**src/rtl/rstk_pkg.sv**
```systemverilog
package rstk_pkg;

    // Operation chosen for one cycle
    typedef enum logic [1:0] {
        OP_IDLE = 2'd0,
        OP_PUSH = 2'd1,
        OP_POP  = 2'd2,
        OP_BAD  = 2'd3
    } stk_op_e;

    typedef struct packed {
        logic full;
        logic empty;
    } stk_flags_t;

    localparam stk_flags_t FLAGS_RESET = '{full: 1'b0, empty: 1'b1};

    // Classify the request pair against the current flags
    function automatic stk_op_e classify(input logic push, input logic pop,
                                         input stk_flags_t fl);
        stk_op_e op;
        op = OP_IDLE;
        if (push && pop)          op = OP_BAD;
        else if (push && fl.full) op = OP_BAD;
        else if (pop && fl.empty) op = OP_BAD;
        else if (push)            op = OP_PUSH;
        else if (pop)             op = OP_POP;
        return op;
    endfunction

endpackage

```
**src/rtl/rstk_ctrl.sv**
```systemverilog
module rstk_ctrl
    import rstk_pkg::*;
(
    input  logic       clk,
    input  logic       rst,
    input  logic       push_req,
    input  logic       pop_req,
    input  stk_flags_t flags,
    output stk_op_e    op,
    output logic       err_q
);

    always_comb begin
        op = classify(push_req, pop_req, flags);
    end

    always_ff @(posedge clk) begin
        if (rst) err_q <= 1'b0;
        else     err_q <= (op == OP_BAD);
    end

endmodule

```
**src/rtl/rstk_ptr.sv**
```systemverilog
module rstk_ptr
    import rstk_pkg::*;
#(
    parameter int PTR_W = 6
) (
    input  logic             clk,
    input  logic             rst,
    input  stk_op_e          op,
    output logic [PTR_W-1:0] sp_q,
    output stk_flags_t       flags_q
);

    localparam logic [PTR_W-1:0] STEP = PTR_W'(1);

    logic [PTR_W-1:0] sp_up;
    logic [PTR_W-1:0] sp_dn;

    always_comb begin
        sp_up = sp_q + STEP;
        sp_dn = sp_q - STEP;
    end

    always_ff @(posedge clk) begin
        if (rst) begin
            sp_q    <= '0;
            flags_q <= FLAGS_RESET;
        end else begin
            unique case (op)
                OP_PUSH: begin
                    sp_q          <= sp_up;
                    flags_q.full  <= (sp_up == '0);
                    flags_q.empty <= 1'b0;
                end
                OP_POP: begin
                    sp_q          <= sp_dn;
                    flags_q.empty <= (sp_dn == '0);
                    flags_q.full  <= 1'b0;
                end
                default: ;
            endcase
        end
    end

endmodule

```
**src/rtl/rstk_store.sv**
```systemverilog
module rstk_store
    import rstk_pkg::*;
#(
    parameter int DATA_W = 8,
    parameter int PTR_W  = 6
) (
    input  logic              clk,
    input  logic              rst,
    input  stk_op_e           op,
    input  logic [PTR_W-1:0]  sp,
    input  logic [DATA_W-1:0] wr_data,
    output logic [DATA_W-1:0] rd_q
);

    localparam int DEPTH = 1 << PTR_W;
    localparam logic [PTR_W-1:0] STEP = PTR_W'(1);

    logic [DATA_W-1:0] words [DEPTH];
    logic [PTR_W-1:0]  wr_addr;

    always_comb begin
        wr_addr = sp + STEP;
    end

    // Word array: no reset, written only on an accepted push
    always_ff @(posedge clk) begin
        if (op == OP_PUSH) words[wr_addr] <= wr_data;
    end

    // Registered read port, updated only on an accepted pop
    always_ff @(posedge clk) begin
        if (rst)               rd_q <= '0;
        else if (op == OP_POP) rd_q <= words[sp];
    end

endmodule

```
**src/rtl/reg_stack.sv**
```systemverilog
module reg_stack
    import rstk_pkg::*;
#(
    parameter int DATA_W = 8,
    parameter int PTR_W  = 6
) (
    input  logic              clk,
    input  logic              rst,
    input  logic              push_req,
    input  logic              pop_req,
    input  logic [DATA_W-1:0] push_data,
    output logic [DATA_W-1:0] pop_data,
    output logic [PTR_W-1:0]  sp,
    output logic              full,
    output logic              empty,
    output logic              err
);

    stk_op_e    op;
    stk_flags_t flags;

    rstk_ctrl u_ctrl (
        .clk      (clk),
        .rst      (rst),
        .push_req (push_req),
        .pop_req  (pop_req),
        .flags    (flags),
        .op       (op),
        .err_q    (err)
    );

    rstk_ptr #(.PTR_W(PTR_W)) u_ptr (
        .clk     (clk),
        .rst     (rst),
        .op      (op),
        .sp_q    (sp),
        .flags_q (flags)
    );

    rstk_store #(.DATA_W(DATA_W), .PTR_W(PTR_W)) u_store (
        .clk     (clk),
        .rst     (rst),
        .op      (op),
        .sp      (sp),
        .wr_data (push_data),
        .rd_q    (pop_data)
    );

    assign full  = flags.full;
    assign empty = flags.empty;

endmodule

```
**config.mk**
```make
export PLATFORM = sky130hd
export DESIGN_NAME = reg_stack
export DESIGN_NICKNAME = d
export VERILOG_FILES = /design/src/rtl/rstk_pkg.sv /design/src/rtl/rstk_ctrl.sv /design/src/rtl/rstk_ptr.sv /design/src/rtl/rstk_store.sv /design/src/rtl/reg_stack.sv
export SDC_FILE = /design/constraint.sdc
export NUM_CORES = 1
export LEC_CHECK = 0
export ABC_AREA = 1
export BUFFER_PORTS_ARGS = -buffer_cell sky130_fd_sc_hd__buf_4
export CAP_MARGIN = 10
export CORE_UTILIZATION = 30
export CTS_BUF_LIST = sky130_fd_sc_hd__clkbuf_8
export DETAILED_ROUTE_END_ITERATION = 16
export GPL_TIMING_DRIVEN = 0
export PLACE_DENSITY_LB_ADDON = 0.2
export RECOVER_POWER = 50
export REMOVE_ABC_BUFFERS = 1
export SLEW_MARGIN = 40
export SYNTH_ARGS = -nofsm -noshare
export SYNTH_HDL_FRONTEND = slang
export SYNTH_SLANG_ARGS = --single-unit
```
**constraint.sdc**
```tcl
create_clock -name clk -period 2.7 [get_ports clk]
set_input_delay 0.405 -clock clk [delete_from_list [all_inputs] [get_ports clk]]
set_output_delay 0.405 -clock clk [all_outputs]
set_load 0.02 [all_outputs]
```
* Word-level counts from Yosys, hierarchy flattened
Memories as Yosys holds them, arrays and structs flattened. A register that Yosys moved wholly into a read port is not among the register bits. Index checks and enable logic that the tools add are counted.
Word-level totals: output and inout bits 17, bits in registers 9, memories 1, bits in writable memories 512
Cells by class: $add $sub $neg 2, equality and inequality tests 3, reduce and logical (&&, ||, !) cells 6, multiplexer cells 9
Memories:
- u_store.words | words 64, bits a word 8, rd ports 1, clocked after Yosys merged registers in 1, wr ports 1, line rstk_store.sv:18 | logic [DATA_W-1:0] words [DEPTH];
Operators by type and width (number):
- zero test 6 bit | 2
- one-hot mux 6 bit (2 select lines) | 1
- two-way mux 2 bit | 5
- adder 6 x 1 -> 6 bit (second input constant) | 1
- subtractor 6 x 1 -> 6 bit (second input constant) | 1
- equality test 2 bit (second input constant) | 2
- one-hot mux 2 bit (2 select lines) | 1
- logical AND 1 bit | 3
- equality test 2 x 1 -> 1 bit (second input constant) | 1
- two-way mux 1 bit | 2
- nonzero test 2 bit | 1

* Depth between registers and ports, before layout
Gate-level depths: netlist (run 1).
word-level depth 8, depth in mapped cells 13, mapped depth without buffers 11

* Cells and area by module
From an unflattened synthesis (run 1), not the netlist that was laid out.
Unflattened totals: cell total of the unflattened synthesis 1932, area total of the unflattened synthesis 22077.4 µm²
By module, submodules not included:
- rstk_store | sequential area each 15534.9 µm², cells an instance 1825, times used 1, area an instance 21414.3 µm²
- rstk_ptr | sequential area each 160.2 µm², cells an instance 98, times used 1, area an instance 609.3 µm²
- rstk_ctrl | sequential area each 20.0 µm², cells an instance 9, times used 1, area an instance 53.8 µm²

* Least setup slack after synthesis (run 1)
OpenSTA, ideal clock, no wires.
path type reg-to-reg, start register u_ptr.sp_q[0], end memory u_store.words[11][0] (enable), library setup time 0.370 ns, period minus slack after synthesis 2.478 ns, stages on the path, launching flop included 10, path buffers 3, data arrival time 2.108 ns, slack 0.222 ns, required time 2.330 ns, cell sequence dfxtp_1 -> buf_6 -> inv_4 -> buf_4 -> buf_2 -> ha_1 -> inv_1 -> nor2_1 -> nand2_1 -> nor2_1
On the way: cells in the longest elaborated chain, start to end 1
Ends and longest elaborated chain:
- start, declared | line rstk_ptr.sv:9 | output logic [PTR_W-1:0] sp_q,
- start signal, assigned | line rstk_ptr.sv:30 | sp_q <= sp_up;
- start signal, assigned | line rstk_ptr.sv:35 | sp_q <= sp_dn;
- adder 6 x 1 -> 6 bit | line rstk_store.sv:22 | wr_addr = sp + STEP;
- end, declared | line rstk_store.sv:18
Every way passes these cells.

* Worst setup path in the final report (run 1)
start register u_ptr.sp_q[1], end memory u_store.words[60][0] (enable)
The elaborated chain is that of the path after synthesis.

==> results.json, run 1 <==
{
  "path_cells": "buf_12 > inv_8 > buf_16 > ha_2 > nor2_2 > nand2_4 > nor2_4",
  "status": "finished, violations left",
  "area_growth_pct": 21.0,
  "ys_seq_area_share_pct": 68.3,
  "crit_fanout": 47,
  "cts_tree": "yes",
  "num_rows": 101,
  "grtUsageTotal_pct": 16.1,
  "clock.fmax_mhz": 378,
  "final_hold_viol_count": 0,
  "h-tree-depth": 3,
  "synth_top_area_cell": "edfxtp_1",
  "path_clk_slew_ps": 60,
  "critPathArrivalTime_ps": 2970,
  "async_flop_share_pct": 0,
  "ant_nets": 0,
  "syn_inst": 2171,
  "tns_ps": 0,
  "gp_congestion": 0.837,
  "hold_buffers": 0,
  "multiInputGateArea_sq_um": 6140,
  "cpPeakStageDelay_ps": 370,
  "numCtsBuffers": 90,
  "crit_slowest_cell": "ha_2",
  "fill_cells": 7389,
  "cts_sinks": 529,
  "hp-start": "rst",
  "synth_flop_cell": "edfxtp_1",
  "final-seq-area_sq_um": 15700,
  "yosys_warnings": 0,
  "start_util_pct": 30.3,
  "cts_max_path_buffers": 3,
  "synth_area_leaders": "edfxtp_1 (67%), nand3_1 (9.1%), nand2_1 (8.1%)",
  "synth-seq-cells": 529,
  "synth.most_common_cell": "edfxtp_1",
  "die_w_microns": 279,
  "setup_viol": 0,
  "drtIter0Drc": 1071,
  "avgSynthCellArea_sq_um": 10.6,
  "drc": 0,
  "overflow": 0,
  "grt_first_pass_wirelength_microns": 93700,
  "numPortBuffers": 28,
  "p_leak_nw": 10.9,
  "nets": 2293,
  "worst_ir_drop_vdd_v": 0.000286,
  "ys_types": 32,
  "period_needed_ps": 2640,
  "p_per_area_nw_per_um2": 691,
  "worstReg2RegStart": "u_ptr.sp_q[1]",
  "wl_per_cell_microns": 18.6,
  "rsz0062_at_grt": "true",
  "grt_pass1_vias": 14943,
  "hold_class": "in2reg",
  "worst_pin_slew_ps": 1650,
  "startpoint": "u_ptr.sp_q[1]",
  "drt_wl_total_microns": 62600,
  "maxCapViolCount": 7,
  "crit_path_start_kind": "flip-flop",
  "dieArea_sq_um": 77800,
  "antenna_found_initial": 1,
  "fin_skew_ps": 27.3,
  "root_buffer": "clkbuf_8",
  "synth_common_cells": "edfxtp_1 (512), nand2_1 (495), nand3_1 (419), inv_1 (322), nor2_1 (126)",
  "violations": "capacitance limit, slew limit",
  "path_class": "reg2reg",
  "power_mw": 19.2,
  "worst_ep_required_time_ps": 3030,
  "vias": 15372,
  "core_area_sq_um": 75900,
  "dr.pass1.iters": 9,
  "vias_per_cell": 4.56,
  "fin_crit_sh_pct": 97.9,
  "clk_latency_ps": 670,
  "ios": 29,
  "endpoint_kind": "flip-flop",
  "synth_top_area_share_pct": 66.9,
  "max-slew-margin-rel_pct": -10.1,
  "synth-edff-count": 512,
  "dp_hpwl_microns": 33000,
  "drive_above_1_share_pct": 15.5,
  "die_y_microns": 279,
  "drv_slew": 450,
  "synth_area_sq_um": 23000,
  "grt_max_degree": 103
}
## critical path: cells and delay by family (launching register included)
family | cells | cell delay [ps]
fa+ha+maj | 1 | 370
buf+inv | 3 | 700
flops | 1 | 350
simple gates | 3 | 840
## power breakdown
part / internal (mW) / switching (mW)
Clock: 3.30 / 3.17
Combinational: 1.08 / 2.44
Sequential: 9.12 / 0.0961
Total: 13.5 / 5.71
## metrics by stage
stage               cell area [sq um]  instances  util [%]  hold slack [ps]  setup WS, ps
floorplan                       22400       2055         -              483         -6840
CTS                             27700       3363      36.5             13.8          16.8
finish                          27800       3371      36.6             65.8          55.5
global route                    27800       3371      36.6             59.8         -36.4
global placement                23900       3113      31.5              569        -15280
detailed placement              24300       3129      32.0              567         -1130
## per-layer routing
layer | part of all wire (%) | up-vias | wire length, microns | global-route usage, %
li1 | - | 7429 | - | -
met1 | 46 | 7433 | 28600 | 21.7
met2 | 46 | 405 | 29000 | 25.9
met3 | 5.3 | 105 | 3340 | 2.60
met4 | 2.6 | 0 | 1610 | 5.89
met5 | 0 | - | 0 | 0
## final timing paths
check                                            end  slack (ps)  cells past startpoint
worst max-delay path            u_store.words[60][0]          60                      7
worst min-delay path                   u_ptr.sp_q[0]          70                      2
worst max register to register  u_store.words[60][0]          60                      7
worst min register to register       u_store.rd_q[6]         570                      4
## cell families (layout without fill, tap and decap cells)
| kind of cell | count (synthesis) | count (layout) | synth area share (%) |
|---|---|---|---|
| other cells | 0 | 1 | 0 |
| simple gates | 1114 | 1114 | 21.3 |
| buf+inv | 445 | 614 | 7.83 |
| xor+xnor | 7 | 7 | 0.299 |
| flops | 529 | 529 | 68.3 |
| fa+ha+maj | 6 | 6 | 0.326 |
| compound gates | 70 | 70 | 1.90 |
## placed cells by master, fill, tap and decap left out, types with 2 or more instances in the layout
cell type   Yosys  final
o211ai_1       32     32
edfxtp_1      512    512
nor2_2          2      7
nor2_4          1     65
nand2_1       495    483
dfxtp_4         0      4
buf_16          0      5
xor2_1          6      4
nand2_4         0     12
nand4_1         2      2
nand3_1       419    415
or2_1          44     44
a21oi_1        12     12
buf_6           3      2
o21ai_0        24     24
clkbuf_2        4      8
nand3_2         1      2
clkinv_1        2     16
nand3_4         0      3
clkinvlp_4      0      2
inv_1         322    355
clkinv_2        0     10
inv_8           0      2
nor2_1        126     57
dfxtp_1        17     12
buf_12          0     56
ha_1            6      5
xor2_4          0      2
buf_4           5     53
clkbuf_8        0     98
inv_6           0      2
or2_2          21     21
## registers in the layout, indices dropped and copies added (netlist names)
| register | flops |
|---|---|
| u_store.words | 512 |
| u_store.rd_q | 8 |
| u_ptr.sp_q | 6 |
| u_ptr.flags_q | 2 |
| u_ctrl.err_q | 1 |
## repair_timing
item | 4_1_cts | 5_1_grt
gates cloned | 1 | 2
gates resized for setup | 156 | 12
buffers inserted | 76 | 4
pin swaps | 50 | 4
setup endpoints to repair | 520 | 501
## final cells by class
cell class,instances,share of cell area (%)
sequential,529,56.5
timing repair inverter,1,0.0405
antenna,1,0.00899
timing repair buffer,127,6.40
clock buffer,98,4.85
multi-input combinational,1197,22.1
tap,1030,4.63
inverter,329,4.60
clock inverter,59,0.868
(Power assumes the default switching activity.)
==> run 2, diff against run 1 <==
==> constraint.sdc (replaced) <==
create_clock -name clk -period 2.67 [get_ports clk]
set_input_delay 0.1335 -clock clk [delete_from_list [all_inputs] [get_ports clk]]
set_output_delay 0.1335 -clock clk [all_outputs]
set_load 0.02 [all_outputs]
==> run 2 against run 1 <==
Largest power group unchanged. Fmax increased by 1.3%. Die area is the same. Sequential share of layout area decreased by 0.091 points. First-iteration DRC count increased by 9.3%. The run still ends with capacitance limit, slew limit left. Design area grew 0.16%. Utilization rose by 0.059 points. Cell count up 0.21%.
==> results.json, run 2 (synthesis results as in run 1) <==
{
  "status": "finished, violations left",
  "violations": "capacitance limit, slew limit",
  "p_per_area_nw_per_um2": 697,
  "die_y_microns": 279,
  "rr_worst_depth": 5,
  "path_clk_slew_ps": 60,
  "grtUsageTotal_pct": 16.1,
  "dpl_cell_area_sq_um": 24300,
  "dp_hpwl_microns": 33000,
  "hp-start": "pop_req",
  "dieArea_sq_um": 77800,
  "h-tree-depth": 3,
  "grt_max_degree": 103,
  "maxCapViolCount": 7,
  "die_w_microns": 279,
  "numCtsBuffers": 90,
  "rsz0062_at_grt": "true",
  "fin_skew_ps": 29.2,
  "crit_path_start_kind": "flip-flop",
  "vias_per_cell": 4.55,
  "setup_ws_ps": 60.3,
  "worstReg2RegStart": "u_ptr.sp_q[3]",
  "top_regs": "u_store.words x512, u_store.rd_q x8, u_ptr.sp_q x6",
  "reg2reg_to": "u_store.words[8][5]",
  "dp.cells": 3129,
  "dr.pass1.iters": 9,
  "combinationalPowerShare_pct": 18.3,
  "largest_reg_flops": 512,
  "path_class": "reg2reg",
  "final_hold_viol_count": 0,
  "tns_ps": 0,
  "p_sw_share_pct": 29.6,
  "numPortBuffers": 28,
  "drt_wl_total_microns": 62200,
  "gp_congestion": 0.837,
  "core_area_sq_um": 75900,
  "drtIter0Drc": 1171,
  "cts_max_path_buffers": 3,
  "worst_ep_required_time_ps": 3010,
  "clock_power_share_pct": 33.7,
  "hold_class": "in2reg",
  "p_seq_share_pct": 48.0,
  "internal_power_mw": 13.7,
  "clk_latency_ps": 670,
  "fin_cells": 3378,
  "cts_tree": "yes",
  "critPathArrivalTime_ps": 2950,
  "fill_cells": 7397,
  "regMostFlops": "u_store.words",
  "min_to": "u_store.rd_q[2]",
  "worst_ir_drop_vdd_v": 0.000289,
  "final_area_sq_um": 27900,
  "final-seq-area_sq_um": 15700,
  "clock.fmax_mhz": 383,
  "pre_cts_ws_ps": -1160,
  "p_switching_mw": 5.75,
  "grt_pass1_vias": 14985,
  "overflow": 0,
  "layout_common_cells": "edfxtp_1 (512), nand2_1 (483), nand3_1 (416)",
  "wl_per_cell_microns": 18.4,
  "endpoint_kind": "flip-flop",
  "antenna_found_initial": 1,
  "num_rows": 101,
  "root_buffer": "clkbuf_8",
  "final_common_cell": "edfxtp_1",
  "ant_nets": 0,
  "area_growth_pct": 21.2,
  "multiInputGateArea_sq_um": 6110,
  "period_needed_ps": 2610,
  "drive_above_1_share_pct": 15.3,
  "drc": 0,
  "nets": 2300,
  "rrSetupSlack_ps": 60,
  "cts_sinks": 529,
  "p_leak_nw": 10.9,
  "grt_first_pass_wirelength_microns": 93600,
  "ios": 29,
  "whs_path_depth": 7,
  "startpoint": "u_ptr.sp_q[3]",
  "power_mw": 19.4,
  "drv_slew": 455,
  "crit_fanout": 36,
  "fin_crit_sh_pct": 97.7,
  "setup_viol": 0,
  "start_util_pct": 30.3,
  "worst_pin_slew_ps": 1660,
  "vias": 15371,
  "max-slew-margin-rel_pct": -10.6
}
-- run 2: final cells by class --
cell class / count / share of cell area [%]
sequential: 529 / 56.4
tap: 1030 / 4.62
antenna: 1 / 0.00898
clock buffer: 98 / 4.84
clock inverter: 59 / 0.866
inverter: 329 / 4.61
multi-input combinational: 1197 / 21.9
timing repair inverter: 1 / 0.0404
timing repair buffer: 134 / 6.64
-- run 2: layer usage --
metal / global-route usage (%) / up-vias / routed length, microns
met4: 6.10 / 0 / 1790
met5: 0 / - / 0
met2: 25.9 / 409 / 28700
met1: 21.6 / 7412 / 28400
li1: - / 7442 / -
met3: 2.76 / 108 / 3320
-- run 2: timing repair --
action                     4_1_cts  5_1_grt
setup endpoints to repair      520      487
buffers inserted                79        0
pin swaps                       50        2
hold buffers                     4        5
cloned                           1        1
hold endpoints to repair        17      161
resized for setup              158        9
-- run 2: critical path, cell delays in order (launching register included) --
cell     delay [ps]
dfxtp_4         380
buf_12          190
inv_6           310
xor2_2          450
nand3_2         480
nor2_4          430
-- run 2: worst max-delay path by stage --
stage / to / slack [ps] / cells after the start
4_1_cts: u_store.words[60][0] / 9 / 7
6_report: u_store.words[8][5] / 60 / 5
3_5_place_dp: u_store.words[10][6] / -1160 / 8
3_3_place_gp: u_store.words[51][1] / -15310 / 6
5_1_grt: u_store.words[8][5] / -90 / 7
2_1_floorplan: u_store.words[11][0] / -6870 / 6
-- run 2: through the flow --
stage | util [%] | hold slack, ps
floorplan | - | 212
global placement | 31.5 | 464
detailed placement | 32.0 | 461
CTS | 36.6 | 34.6
global route | 36.7 | 207
finish | 36.7 | 169
-- run 2: power groups by stage --
stage,logic (mW),clock network [mW],registers (mW)
2_1_floorplan,1.68,0,9.71
3_3_place_gp,2.84,0,9.91
3_5_place_dp,3.07,0,9.55
4_1_cts,3.55,6.78,9.30
5_1_grt,3.88,7.11,9.32
6_report,3.56,6.54,9.31
==> run 3, diff against run 2 <==
- SYNTH_HIERARCHICAL: unset -> 1
==> run 3 against run 2 <==
Clock power grew 6.3%. Critical path depth is 5 higher. Clock-buffer cell count decreased by 6. Flip-flop and latch count unchanged. First-iteration DRC count down 14%. Sequential share of layout area up 2.2 points. Total power is essentially flat. Combinational power fell by 11%. Largest power group unchanged. The flow still finishes with violations (capacitance limit, slew limit). Synthesized area down 4.0%. Critical endpoint is now u_store/words[20][0].
==> results.json, run 3 <==
{
  "status": "finished, violations left",
  "layout_common_cells": "nand2_1 (610), edfxtp_1 (512), nand3_1 (486)",
  "yosys_warnings": 6,
  "combinationalPowerShare_pct": 16.4,
  "synth_area_sq_um": 22100,
  "final-seq-area_sq_um": 15700,
  "ant_nets": 0,
  "area_growth_pct": 21.6,
  "worst_ep_required_time_ps": 3050,
  "setup_viol": 0,
  "cts_max_path_buffers": 3,
  "power_mw": 19.4,
  "drive_above_1_share_pct": 16.5,
  "synth_flop_cell": "edfxtp_1",
  "ys_types": 29,
  "synth-edff-count": 512,
  "avgSynthCellArea_sq_um": 11.4,
  "reg2reg_to": "u_store/words[20][0]",
  "worst_ir_drop_vdd_v": 0.000378,
  "final_common_cell": "nand2_1",
  "h-tree-depth": 3,
  "fin_crit_sh_pct": 99.7,
  "hp-start": "push_req",
  "period_needed_ps": 2660,
  "syn_inst": 1932,
  "final_hold_viol_count": 0,
  "gp_congestion": 0.771,
  "root_buffer": "clkbuf_8",
  "rrSetupSlack_ps": 7,
  "synth_top_area_share_pct": 69.6,
  "regMostFlops": "u_store/words",
  "synth_top_area_cell": "edfxtp_1",
  "async_flop_share_pct": 0,
  "final_area_sq_um": 26800,
  "largest_reg_flops": 512,
  "cts_sinks": 529,
  "drt_wl_total_microns": 62000,
  "grt_pass1_vias": 14360,
  "rr_worst_depth": 10,
  "drv_slew": 390,
  "synthXorXnorAreaFrac_pct": 0.300,
  "vias": 14968,
  "synth_compound_area_share_pct": 0.425,
  "synth_area_leaders": "edfxtp_1 (70%), nand3_1 (11%), nand2_1 (11%)",
  "fill_cells": 7122,
  "antenna_found_initial": 1,
  "grt_first_pass_wirelength_microns": 90100,
  "multiInputGateArea_sq_um": 6130,
  "die_w_microns": 273,
  "p_per_area_nw_per_um2": 723,
  "p_leak_nw": 9.60,
  "drc": 0,
  "die_y_microns": 273,
  "endpoint_kind": "flip-flop",
  "path_class": "reg2reg",
  "overflow": 0,
  "min_to": "u_ptr/sp_q[0]",
  "nets": 2062,
  "vias_per_cell": 4.86,
  "numPortBuffers": 28,
  "crit_path_start_kind": "flip-flop",
  "fin_skew_ps": 35.4,
  "start_util_pct": 30.3,
  "num_rows": 99,
  "top_regs": "u_store/words x512, u_store/rd_q x8, u_ptr/sp_q x6",
  "rsz0062_at_grt": "true",
  "synth_top_family_by_area": "simple AND/OR/NAND/NOR gates",
  "p_switching_mw": 5.66,
  "clk_latency_ps": 690,
  "ys_seq_area_share_pct": 71.2,
  "worstReg2RegStart": "u_ptr/sp_q[0]",
  "synth-simple-area-share_pct": 23.7,
  "path_clk_slew_ps": 60,
  "grt_max_degree": 143,
  "critPathArrivalTime_ps": 3040,
  "clock_power_share_pct": 35.8,
  "cts_tree": "yes",
  "clock.fmax_mhz": 376,
  "fin_hold_ws_ps": 94.7,
  "drtIter0Drc": 1007,
  "synth-seq-cells": 529,
  "synth.most_common_cell": "nand2_1",
  "p_seq_share_pct": 47.9,
  "synth_fa_ha_area_share_pct": 0.340,
  "synth_common_cells": "nand2_1 (620), edfxtp_1 (512), nand3_1 (486), nor2_1 (99), buf_2 (62)",
  "p_sw_share_pct": 29.1,
  "core_area_sq_um": 72800,
  "violations": "capacitance limit, slew limit",
  "dr.pass1.iters": 5,
  "dpl_cell_area_sq_um": 23100,
  "numCtsBuffers": 91,
  "dp_hpwl_microns": 32100,
  "wl_per_cell_microns": 20.1,
  "internal_power_mw": 13.8,
  "whs_path_depth": 5,
  "ios": 29,
  "maxCapViolCount": 6,
  "max-slew-margin-rel_pct": -5.56,
  "hold_class": "in2reg",
  "grtUsageTotal_pct": 16.1,
  "synthMuxAreaShare_pct": 0,
  "dieArea_sq_um": 74700,
  "worst_pin_slew_ps": 1580,
  "crit_fanout": 24
}
==> run 3: how the worst max path moves through the flow <==
stage / startpoint / end / slack (ps)
finish: u_ptr/sp_q[0] / u_store/words[20][0] / 7
global route: u_ptr/sp_q[0] / u_store/words[23][0] / -70
CTS: u_ptr/sp_q[0] / u_store/words[58][0] / 4
detailed placement: u_ptr/sp_q[0] / u_store/words[62][7] / -1070
global placement: u_ptr/sp_q[0] / u_store/words[18][0] / -15360
floorplan: u_ptr/sp_q[0] / u_store/words[16][0] / -6280
==> run 3: cell families (layout without fill, tap and decap cells) <==
kind of cell    after synthesis  after routing
other cells                   0              1
fa+ha+maj                     6              6
simple gates               1222           1222
flops                       529            529
xor+xnor                      5              5
buf+inv                     152            337
compound gates               18             18
==> run 3: metal layers <==
| metal | track usage (%) | part of all wire (%) |
|---|---|---|
| met5 | 0 | 0 |
| met4 | 6.45 | 2.8 |
| met3 | 2.59 | 5.2 |
| met2 | 25.9 | 48 |
| met1 | 21.7 | 44 |
==> run 3: cell type report <==
| cell class | count | area share, % |
|---|---|---|
| multi-input cells | 1251 | 22.8 |
| repair buffers | 132 | 6.99 |
| clock inverters | 74 | 1.63 |
| repair inverters | 2 | 0.0839 |
| flip-flops and latches | 529 | 58.6 |
| well taps | 959 | 4.47 |
| inverters | 37 | 0.690 |
| diodes | 1 | 0.00932 |
| clock buffers | 92 | 4.72 |
==> run 3: worst max-delay path, stage by stage, from the launching register on <==
cell and delay (ps):
dfxtp_4 420, buf_16 180, buf_16 180, ha_1 240, xor2_1 310, inv_1 130
nor2_1 340, nand2_4 120, buf_12 170, nor2_4 110, buf_12 140
==> run 3: what timing repair did <==
item,in CTS,in global routing
endpoints found under the setup margin,520,518
hold buffers,4,0
setup buffers,73,6
resized for setup,157,15
hold endpoints to repair,17,0
pin swaps,52,10
gates cloned,3,4
==> run 3: power by group through the flow <==
stage / logic (mW) / registers, mW / clock network [mW]
global route: 3.47 / 9.30 / 7.49
CTS: 3.08 / 9.29 / 7.15
floorplan: 1.49 / 9.65 / 0
detailed placement: 2.74 / 9.50 / 0
finish: 3.18 / 9.30 / 6.95
global placement: 2.53 / 9.83 / 0
==> run 3: per-stage QoR <==
step | setup slack (ps) | instances | setup TNS [ps] | utilization [%]
6_report | 6.92 | 3077 | 0 | 36.9
5_1_grt | -71.2 | 3077 | -7610 | 36.9
4_1_cts | 4.26 | 3066 | 0 | 36.6
3_5_place_dp | -1070 | 2820 | -445760 | 31.8
3_3_place_gp | -15360 | 2804 | -6196180 | 31.2
2_1_floorplan | -6280 | 1817 | -2727330 | -
